--- config.mk ---
export PLATFORM = sky130hd
export DESIGN_NAME = thrfetch_ctrl
export DESIGN_NICKNAME = d
export VERILOG_FILES = /design/src/rtl/thrfetch_pkg.sv /design/src/rtl/thrfetch_marks.sv /design/src/rtl/thrfetch_fsm.sv /design/src/rtl/thrfetch_uflag.sv /design/src/rtl/thrfetch_ctrl.sv
export SDC_FILE = /design/constraint.sdc
export NUM_CORES = 1
export LEC_CHECK = 0
export BUFFER_PORTS_ARGS = -buffer_cell sky130_fd_sc_hd__buf_4
export CAP_MARGIN = 20
export CELL_PAD_IN_SITES_DETAIL_PLACEMENT = 1
export CELL_PAD_IN_SITES_GLOBAL_PLACEMENT = 1
export CORE_MARGIN = 3
export CORE_UTILIZATION = 30
export CTS_BUF_LIST = sky130_fd_sc_hd__clkbuf_2 sky130_fd_sc_hd__clkbuf_4 sky130_fd_sc_hd__clkbuf_8
export CTS_CLUSTER_DIAMETER = 150
export DETAILED_ROUTE_END_ITERATION = 6
export PLACE_DENSITY = 0.63
export SLEW_MARGIN = 20
export SYNTH_ARGS = -nofsm -noshare
export SYNTH_HDL_FRONTEND = slang
export SYNTH_HIERARCHICAL = 1
export SYNTH_SLANG_ARGS = --single-unit
--- constraint.sdc ---
create_clock -name clk -period 5.35 [get_ports clk]
set_input_delay 0.2675 -clock clk [delete_from_list [all_inputs] [get_ports clk]]
set_output_delay 0.2675 -clock clk [all_outputs]
set_load 0.005 [all_outputs]
--- src/rtl/thrfetch_pkg.sv ---
package thrfetch_pkg;
    localparam int TW = 12;
    localparam int CW = TW + 2;

    typedef struct packed {
        logic [TW-1:0] hi;
        logic [TW-1:0] lo;
    } marks_t;

    typedef enum logic [1:0] {
        ST_IDLE = 2'd0,
        ST_FILL = 2'd1,
        ST_WAIT = 2'd2
    } fstate_t;

    function automatic marks_t split_word(input logic [31:0] w);
        marks_t m;
        m.lo = w[11:0];
        m.hi = w[27:16];
        return m;
    endfunction

    function automatic logic [TW-1:0] clamp_mark(input logic [TW-1:0] v, input logic [TW-1:0] lim);
        return (v > lim) ? lim : v;
    endfunction
endpackage

--- src/rtl/thrfetch_marks.sv ---
module thrfetch_marks
    import thrfetch_pkg::*;
#(
    parameter int DEPTH  = 256,
    parameter int BURST  = 16,
    parameter int DEF_LO = 64,
    parameter int DEF_HI = 192
) (
    input  logic        clk,
    input  logic        rst,
    input  logic        cfg_wr,
    input  logic [31:0] cfg_wdata,
    input  logic        load_frozen,
    input  logic        use_frozen,
    output marks_t      eff,
    output logic        cfg_err,
    output logic        cfg_warn
);
    localparam logic [TW-1:0] LIMIT = TW'(DEPTH - BURST);
    localparam marks_t RST_MARKS = '{hi: TW'(DEF_HI), lo: TW'(DEF_LO)};

    marks_t shadow_q, frozen_q, sel;

    always_ff @(posedge clk) begin
        if (rst) begin
            shadow_q <= RST_MARKS;
            frozen_q <= RST_MARKS;
        end else begin
            if (cfg_wr)      shadow_q <= split_word(cfg_wdata);
            if (load_frozen) frozen_q <= shadow_q;
        end
    end

    always_comb begin
        sel    = use_frozen ? frozen_q : shadow_q;
        eff.lo = sel.lo;
        eff.hi = clamp_mark(sel.hi, LIMIT);
    end

    assign cfg_err  = shadow_q.hi > LIMIT;
    assign cfg_warn = {1'b0, shadow_q.hi} < ({1'b0, shadow_q.lo} + (TW+1)'(BURST));
endmodule

--- src/rtl/thrfetch_fsm.sv ---
module thrfetch_fsm
    import thrfetch_pkg::*;
#(
    parameter int DEPTH = 256,
    parameter int BURST = 16,
    localparam int LVL_W = $clog2(DEPTH + 1)
) (
    input  logic             clk,
    input  logic             rst,
    input  logic             enable,
    input  logic [LVL_W-1:0] fifo_level,
    input  logic             wr_beat,
    input  marks_t           eff,
    output logic             burst_req,
    output logic             fetch_idle,
    output logic             load_frozen,
    output logic             use_frozen,
    output logic [CW-1:0]    outstanding
);
    fstate_t       st_q, st_d;
    logic [CW-1:0] out_q, out_d, lvl_x, proj;
    logic          below_hi, has_room, retire;

    always_comb begin
        lvl_x    = CW'(fifo_level);
        proj     = lvl_x + out_q;
        below_hi = proj < CW'(eff.hi);
        has_room = (proj + CW'(BURST)) <= CW'(DEPTH);
        burst_req = (st_q == ST_FILL) && enable && below_hi && has_room;
        retire   = wr_beat && (out_q != '0);
        out_d    = out_q + (burst_req ? CW'(BURST) : '0) - (retire ? CW'(1) : '0);

        st_d = st_q;
        case (st_q)
            ST_IDLE: if (enable && (lvl_x <= CW'(eff.lo))) st_d = ST_FILL;
            ST_FILL: if (!enable || !below_hi)              st_d = ST_WAIT;
            ST_WAIT: if (out_q == '0)                       st_d = ST_IDLE;
            default:                                        st_d = ST_IDLE;
        endcase
    end

    always_ff @(posedge clk) begin
        if (rst) begin
            st_q  <= ST_IDLE;
            out_q <= '0;
        end else begin
            st_q  <= st_d;
            out_q <= out_d;
        end
    end

    assign load_frozen = (st_q == ST_IDLE) && (st_d == ST_FILL);
    assign use_frozen  = (st_q != ST_IDLE);
    assign fetch_idle  = (st_q == ST_IDLE);
    assign outstanding = out_q;
endmodule

--- src/rtl/thrfetch_uflag.sv ---
module thrfetch_uflag #(
    parameter int LVL_W = 9
) (
    input  logic             clk,
    input  logic             rst,
    input  logic             rd_req,
    input  logic [LVL_W-1:0] fifo_level,
    input  logic             uf_clr,
    output logic             underflow
);
    logic hit;
    assign hit = rd_req && (fifo_level == '0);

    always_ff @(posedge clk) begin
        if (rst)         underflow <= 1'b0;
        else if (hit)    underflow <= 1'b1;
        else if (uf_clr) underflow <= 1'b0;
    end
endmodule

--- src/rtl/thrfetch_ctrl.sv ---
module thrfetch_ctrl
    import thrfetch_pkg::*;
#(
    parameter int DEPTH  = 256,
    parameter int BURST  = 16,
    parameter int DEF_LO = 64,
    parameter int DEF_HI = 192,
    localparam int LVL_W = $clog2(DEPTH + 1)
) (
    input  logic             clk,
    input  logic             rst,
    input  logic             enable,
    input  logic             cfg_wr,
    input  logic [31:0]      cfg_wdata,
    input  logic [LVL_W-1:0] fifo_level,
    input  logic             wr_beat,
    input  logic             rd_req,
    input  logic             uf_clr,
    output logic             burst_req,
    output logic             fetch_idle,
    output logic             cfg_err,
    output logic             cfg_warn,
    output logic             underflow
);
    marks_t        eff;
    logic          load_frozen, use_frozen;
    logic [CW-1:0] outstanding;

    thrfetch_marks #(.DEPTH(DEPTH), .BURST(BURST), .DEF_LO(DEF_LO), .DEF_HI(DEF_HI)) u_marks (
        .clk(clk), .rst(rst), .cfg_wr(cfg_wr), .cfg_wdata(cfg_wdata),
        .load_frozen(load_frozen), .use_frozen(use_frozen),
        .eff(eff), .cfg_err(cfg_err), .cfg_warn(cfg_warn)
    );

    thrfetch_fsm #(.DEPTH(DEPTH), .BURST(BURST)) u_fsm (
        .clk(clk), .rst(rst), .enable(enable), .fifo_level(fifo_level),
        .wr_beat(wr_beat), .eff(eff), .burst_req(burst_req),
        .fetch_idle(fetch_idle), .load_frozen(load_frozen),
        .use_frozen(use_frozen), .outstanding(outstanding)
    );

    thrfetch_uflag #(.LVL_W(LVL_W)) u_uflag (
        .clk(clk), .rst(rst), .rd_req(rd_req), .fifo_level(fifo_level),
        .uf_clr(uf_clr), .underflow(underflow)
    );
endmodule

Word-level counts from Yosys, hierarchy flattened
Cells that the tools add are included.
Cells by class
  add/sub/neg operators: 5
  $mul: 0
  div/mod/pow operators: 0
  $lt $le $gt $ge: 6
  eq/ne operators: 3
  shift operators: 0
  multiplexer cells: 10
  bitwise logic cells: 0
  reductions and logical operators: 16
Operators by type and width (count)
  greater-than comparator 12 x 8 -> 1 bit (second input constant): 2
  2-to-1 mux 24 bit: 1
  adder 14 bit: 1
  adder 14 x 5 -> 14 bit (second input constant): 1
  adder 9 x 14 -> 14 bit: 1
  less-or-equal comparator 14 x 9 -> 1 bit (second input constant): 1
  logical NOT 14 bit: 1
  < comparator 14 x 12 -> 1 bit: 1
  nonzero test 14 bit: 1
  subtractor 14 bit: 1
  adder 12 x 5 -> 13 bit (second input constant): 1
  < comparator 12 x 13 -> 1 bit: 1
  less-or-equal comparator 9 x 12 -> 1 bit: 1
  2-to-1 mux 12 bit: 1
  logical NOT 9 bit: 1
  logical AND 1 bit: 7
  2-to-1 mux 2 bit: 3
  one-hot mux 2 bit (3 select lines): 1
  2-to-1 mux 5 bit: 1
  equality test 2 x 1 -> 1 bit (second input constant): 2
  nonzero test 2 bit: 2
  2-to-1 mux 1 bit: 3
  equality test 2 bit (second input constant): 1
  logical NOT 1 bit: 2
  2 further kinds: 2
Word-level totals
  flip-flop bits (word level): 65
  latch bits: 0
  memory bits (writable): 0
  ROM bits: 0
  bits of input ports: 48
  output and inout bits: 5
  logic and storage cells: 47
  memories kept: 0

Logic depth before layout (Yosys ltp)
  depth after elaboration: 11
  gate-level depth with buffers: 25
  depth with buffers taken out: 25

Modules after synthesis
Netlist, hierarchy kept.
By module, submodules not included
  thrfetch_marks: instances 1, cells an instance 250, area an instance 2379.8 µm²
  thrfetch_fsm: instances 1, cells an instance 274, area an instance 2163.3 µm²
  thrfetch_uflag: instances 1, cells an instance 8, area an instance 66.3 µm²

Worst setup path before layout
Ideal clock, no wire load.
  path kind: reg-to-reg
  start point: register u_fsm.out_q[0] (netlist: u_fsm/outstanding[0])
  end point: register u_fsm.out_q[13] (netlist: u_fsm/outstanding[13])
  library setup time: 0.121 ns
  arrival time: 5.296 ns
  data required time: 5.229 ns
  path slack: -0.066 ns
  cell stages (with the launch flop): 25
  path buffers: 0
  clock period less this slack: 5.416 ns
  cell sequence: dfxtp_1 -> ha_1 -> fa_1 -> a211oi_1 -> o21a_1 -> o31ai_1 -> xor2_1 -> ha_1 -> a21oi_1 -> nand2_1 -> a2111oi_0 -> o31ai_1 -> o211ai_1 -> nand4_1 -> or4_1 -> ha_1 -> inv_1 -> ha_1 -> o21a_1 -> o31a_1 -> or2_1 -> a31o_2 -> a211oi_1 -> a21oi_1 -> mux2_2
Between the ends
  longest elaborated chain between the ends: 7
RTL lines
  start: declaration: line thrfetch_fsm.sv:21  | logic [CW-1:0] out_q, out_d, lvl_x, proj;
  start signal: assignment: line thrfetch_fsm.sv:48  | out_q <= out_d;
  adder 9 x 14 -> 14 bit: line thrfetch_fsm.sv:26  | proj = lvl_x + out_q;
  adder 14 x 5 -> 14 bit or < comparator 14 x 12 -> 1 bit (tied branches): line thrfetch_fsm.sv:28, thrfetch_fsm.sv:27
  less-or-equal comparator 14 x 9 -> 1 bit or logical AND 1 bit (tied branches): line thrfetch_fsm.sv:28, thrfetch_fsm.sv:29
  logical AND 1 bit: line thrfetch_fsm.sv:29  | burst_req = (st_q == ST_FILL) && enable && below_hi && has_room;
  2-to-1 mux 5 bit: line thrfetch_fsm.sv:31  | out_d = out_q + (burst_req ? CW'(BURST) : '0) - (retire ? CW'(1) : '0);
  adder 14 bit: line thrfetch_fsm.sv:31
  subtractor 14 bit (*): line thrfetch_fsm.sv:31
Mark *: on every way between the ends. The rest lies on a longest branch, timed or not.
A chain may end at the register's enable or synchronous reset.

Final worst setup path
Same ends and word-level chain as after synthesis.

==> results.py <==
metrics = {
    "outcome": {
        "status": "finished clean",
    },
    "sta": {
        "fin_skew_ns": 0.0112,
        "fmax_mhz": 187,
        "setup_viol": 0,
        "fin_crit_ns": 5.34,
        "slew_headroom_pct": 39.3,
        "slew_violations": 0,
        "hold_violations": 0,
        "finalCritPeriodShare_pct": 99.8,
        "holdWs_ns": 0.114,
        "max_slew.worst_pin.slew_ns": 0.911,
        "rsz0062_at_grt": "true",
    },
    "die": {
        "die_area_mm2": 0.0169,
        "core_mm2": 0.0148,
        "io_pins": 53,
        "die_h_um": 130,
        "die_x_um": 130,
        "initial_core_util_pct": 31.2,
        "rows": 44,
    },
    "critical_path": {
        "crit_chain": "ha_4 > fa_2 > a211oi_2 > o21a_1 > o31ai_2 > xor2_1 > ha_1 > a21oi_2 > nand2_1 > a2111oi_4 > o31ai_1 > o211ai_1 > nand4_1 > or4_4 > ha_4 > inv_2 > ha_4 > o21a_1 > o31a_1 > or2_1 > a31o_4 > a211oi_2 > a21oi_1 > mux2_2",
        "rrSetupSlack_ns": 0.01,
        "worstPathMaxFanout": 3,
        "reg2regPathDepth": 24,
        "critPathTopFamily": "compound AO/OA/AOI/OAI gates",
        "arrival_ns": 5.59,
        "crit_top_cell": "ha_4",
        "r2r_start": "u_fsm/outstanding[0]",
        "crit_type": "reg -> reg",
        "slowest_delay_ns": 0.55,
        "startpoint_type": "register",
        "end_kind": "register",
        "crit_buf_inv": 1,
        "cp.required_ns": 5.60,
        "reg2reg_to": "u_fsm/outstanding[13]",
        "slowest_stage": "or4_4",
    },
    "run": {
        "maxCapViolCount": 0,
    },
    "power_and_ir_drop": {
        "netSwitchingFraction_pct": 41.5,
        "p_per_area_mw_per_mm2": 472,
        "power.internal_mw": 1.59,
        "irDropWorstVdd_mv": 0.258,
        "p_leak_nw": 2.57,
        "pwr-share-clk_pct": 16.1,
        "seqPwrFrac_pct": 23.4,
        "switchingPower_mw": 1.13,
        "pwr-share-comb_pct": 60.5,
    },
    "cts": {
        "cts_hold_buf": 0,
        "cts_buffers": 9,
        "cts.sinks": 65,
        "htreeDepth": 3,
        "clk_path_buf_depth": 2,
        "cts_tree": "yes",
        "clk_latency_ns": 0.36,
        "cts-root-buf": "clkbuf_8",
        "clk_pin_slew_ns": 0.08,
    },
    "placed_design": {
        "routabilityCongestion": 0.814,
        "place.detailed.hpwl_mm": 10.2,
        "place_area_mm2": 0.00538,
        "io_buffers": 44,
    },
    "cells_and_area": {
        "stdcell_area_mm2": 0.00575,
        "fin_nets": 731,
        "antenna_cells": 0,
        "syn_to_final_growth_pct": 24.8,
        "final_layout_size_suffix_gt1_share_pct": 23.0,
    },
    "synthesis": {
        "synthFlopType": "dfxtp_1",
        "synth_cells": 532,
        "synth_seq_area_share_pct": 28.2,
        "netlist.area_leader.share_pct": 28.2,
        "syn_area_mm2": 0.00461,
        "synth-edff-count": 0,
        "ys_top_cells_by_area": "dfxtp_1 28%, ha_1 17%, mux2i_1 9.1%, nor2_1 6.0%, inv_1 4.1%",
        "yosys_warnings": 6,
        "synth.most_common_cell": "nor2_1",
        "yosysTopAreaCell": "dfxtp_1",
        "synth.avg_cell_area_um2": 8.66,
        "async_flop_share_pct": 0,
        "synth_cell_type_count": 57,
        "ys_ff_latch": 65,
        "synth_common_cells": "74 x nor2_1, 65 x dfxtp_1, 63 x ha_1",
    },
    "global_route": {
        "grt_use_total_pct": 16.3,
        "grt_pass1_wl_mm": 21.6,
        "gr-total-overflow": 0,
        "grt_max_degree": 68,
        "antenna_found_initial": 0,
        "grt_pass1_vias": 4318,
    },
    "drt": {
        "wl_mm": 13.2,
        "routedWlPerCell_um": 16.4,
        "antenna_left": 0,
        "drt-initial-drc-count": 117,
        "first_pass_iters": 4,
        "drc": 0,
        "vias": 4039,
        "drt-vias-per-instance": 5.00,
    },
    "worst_hold_path": {
        "worstHoldEndpoint": "u_marks/shadow_q[6]",
        "min_path_cells": 2,
        "hold_start": "cfg_wdata[6]",
        "hold_class": "in -> reg",
    },
}
[sequential cells by signal (all words and copies together) (netlist names)]
name and flops:
u_marks/frozen_q 24, u_marks/shadow_q 24, u_uflag/underflow 1, u_fsm/st_q 2
u_fsm/outstanding 14
[worst max-delay path by stage]
stage | from | slack (ns) | to | depth (start not counted)
after floorplan | u_fsm/outstanding[0] | 0.0007 | u_fsm/outstanding[13] | 24
after global placement | fifo_level[0] | -0.29 | u_fsm/outstanding[13] | 25
after detailed placement | fifo_level[0] | -0.49 | u_fsm/outstanding[11] | 25
after CTS | u_fsm/outstanding[0] | -0.07 | u_fsm/outstanding[11] | 25
after global routing | u_fsm/outstanding[0] | -0.22 | u_fsm/outstanding[11] | 24
final | u_fsm/outstanding[0] | 0.01 | u_fsm/outstanding[13] | 24
[layout make-up]
class	instances	area [µm²]
Fill cell	1754	9000
Sequential cell	65	1300
Clock inverter	6	67.6
Timing Repair Buffer	92	691
Inverter	50	188
Clock buffer	10	138
Tap cell	184	230
Multi-Input combinational cell	400	3140
[through the flow]
stage,cells,worst slack [ns],power (mW),TNS (ns),utilization (%)
after floorplan,535,0.000653,1.68,0,-
after global placement,782,-0.288,2.06,-0.884,36.5
after detailed placement,782,-0.489,2.13,-1.64,36.5
after CTS,804,-0.0730,2.69,-0.0922,38.6
after global routing,807,-0.219,2.96,-0.464,39.0
final,807,0.0102,2.71,0,39.0
[power by group through the flow]
stage | sequential [mW] | combinational [mW] | clock, mW
after global placement | 0.642 | 1.42 | 0
after floorplan | 0.624 | 1.06 | 0
final | 0.634 | 1.64 | 0.437
after global routing | 0.645 | 1.84 | 0.477
after CTS | 0.636 | 1.60 | 0.456
after detailed placement | 0.646 | 1.48 | 0
[layer usage]
| layer | track usage, % | vias to the layer above | share of wire [%] | wire, µm |
|---|---|---|---|---|
| met5 | 0 | - | 0 | 0 |
| met4 | 4.03 | 0 | 1.0 | 136 |
| met3 | 4.09 | 12 | 3.8 | 503 |
| met2 | 29.2 | 60 | 51 | 6700 |
| met1 | 19.5 | 1954 | 44 | 5860 |
| li1 | - | 2013 | - | - |
[worst reg2reg max path: stages (launching register included)]
cell       delay [ns]
dfxtp_2          0.34
ha_4             0.16
fa_2             0.35
a211oi_2         0.28
o21a_1           0.19
o31ai_2          0.08
xor2_1           0.21
ha_1             0.30
a21oi_2          0.15
nand2_1          0.11
a2111oi_4        0.29
o31ai_1          0.13
o211ai_1         0.10
nand4_1          0.14
or4_4            0.55
ha_4             0.28
inv_2            0.04
ha_4             0.20
o21a_1           0.17
o31a_1           0.11
or2_1            0.24
a31o_4           0.27
a211oi_2         0.17
a21oi_1          0.10
mux2_2           0.29
[placed cells by master (no fill, tap or decap), types with 4 or more instances in the layout]
cell type	count
a211o_1	7
a21o_1	4
a21oi_1	22
a22o_1	4
and3_1	4
buf_4	92
clkbuf_8	10
conb_1	4
dfxtp_1	64
ha_1	60
inv_1	49
mux2_2	9
mux2i_1	42
nand2_1	22
nand2b_1	4
nand3_1	4
nand4_1	11
nor2_1	74
nor2b_1	17
nor3_1	8
nor4_1	4
o21a_1	6
o21ai_0	16
o22a_1	4
xnor2_1	18
xor2_1	7
[cells by family after synthesis]
group | after synthesis | share of synthesized area, %
simple gates | 164 | 17.8
buf+inv | 70 | 6.24
flops | 65 | 28.2
mux | 51 | 11.3
xor+xnor | 25 | 4.75
other cells | 1 | 0.0814
compound gates | 91 | 13.7
fa+ha+maj | 65 | 18.0
[repair_timing]
item | CTS | global route
cloned | 0 | 0
pin swaps | 22 | 20
endpoints found under the setup margin | 5 | 6
buffers inserted | 6 | 3
gates resized for setup | 13 | 4
Power figures use the tool's default switching activity.
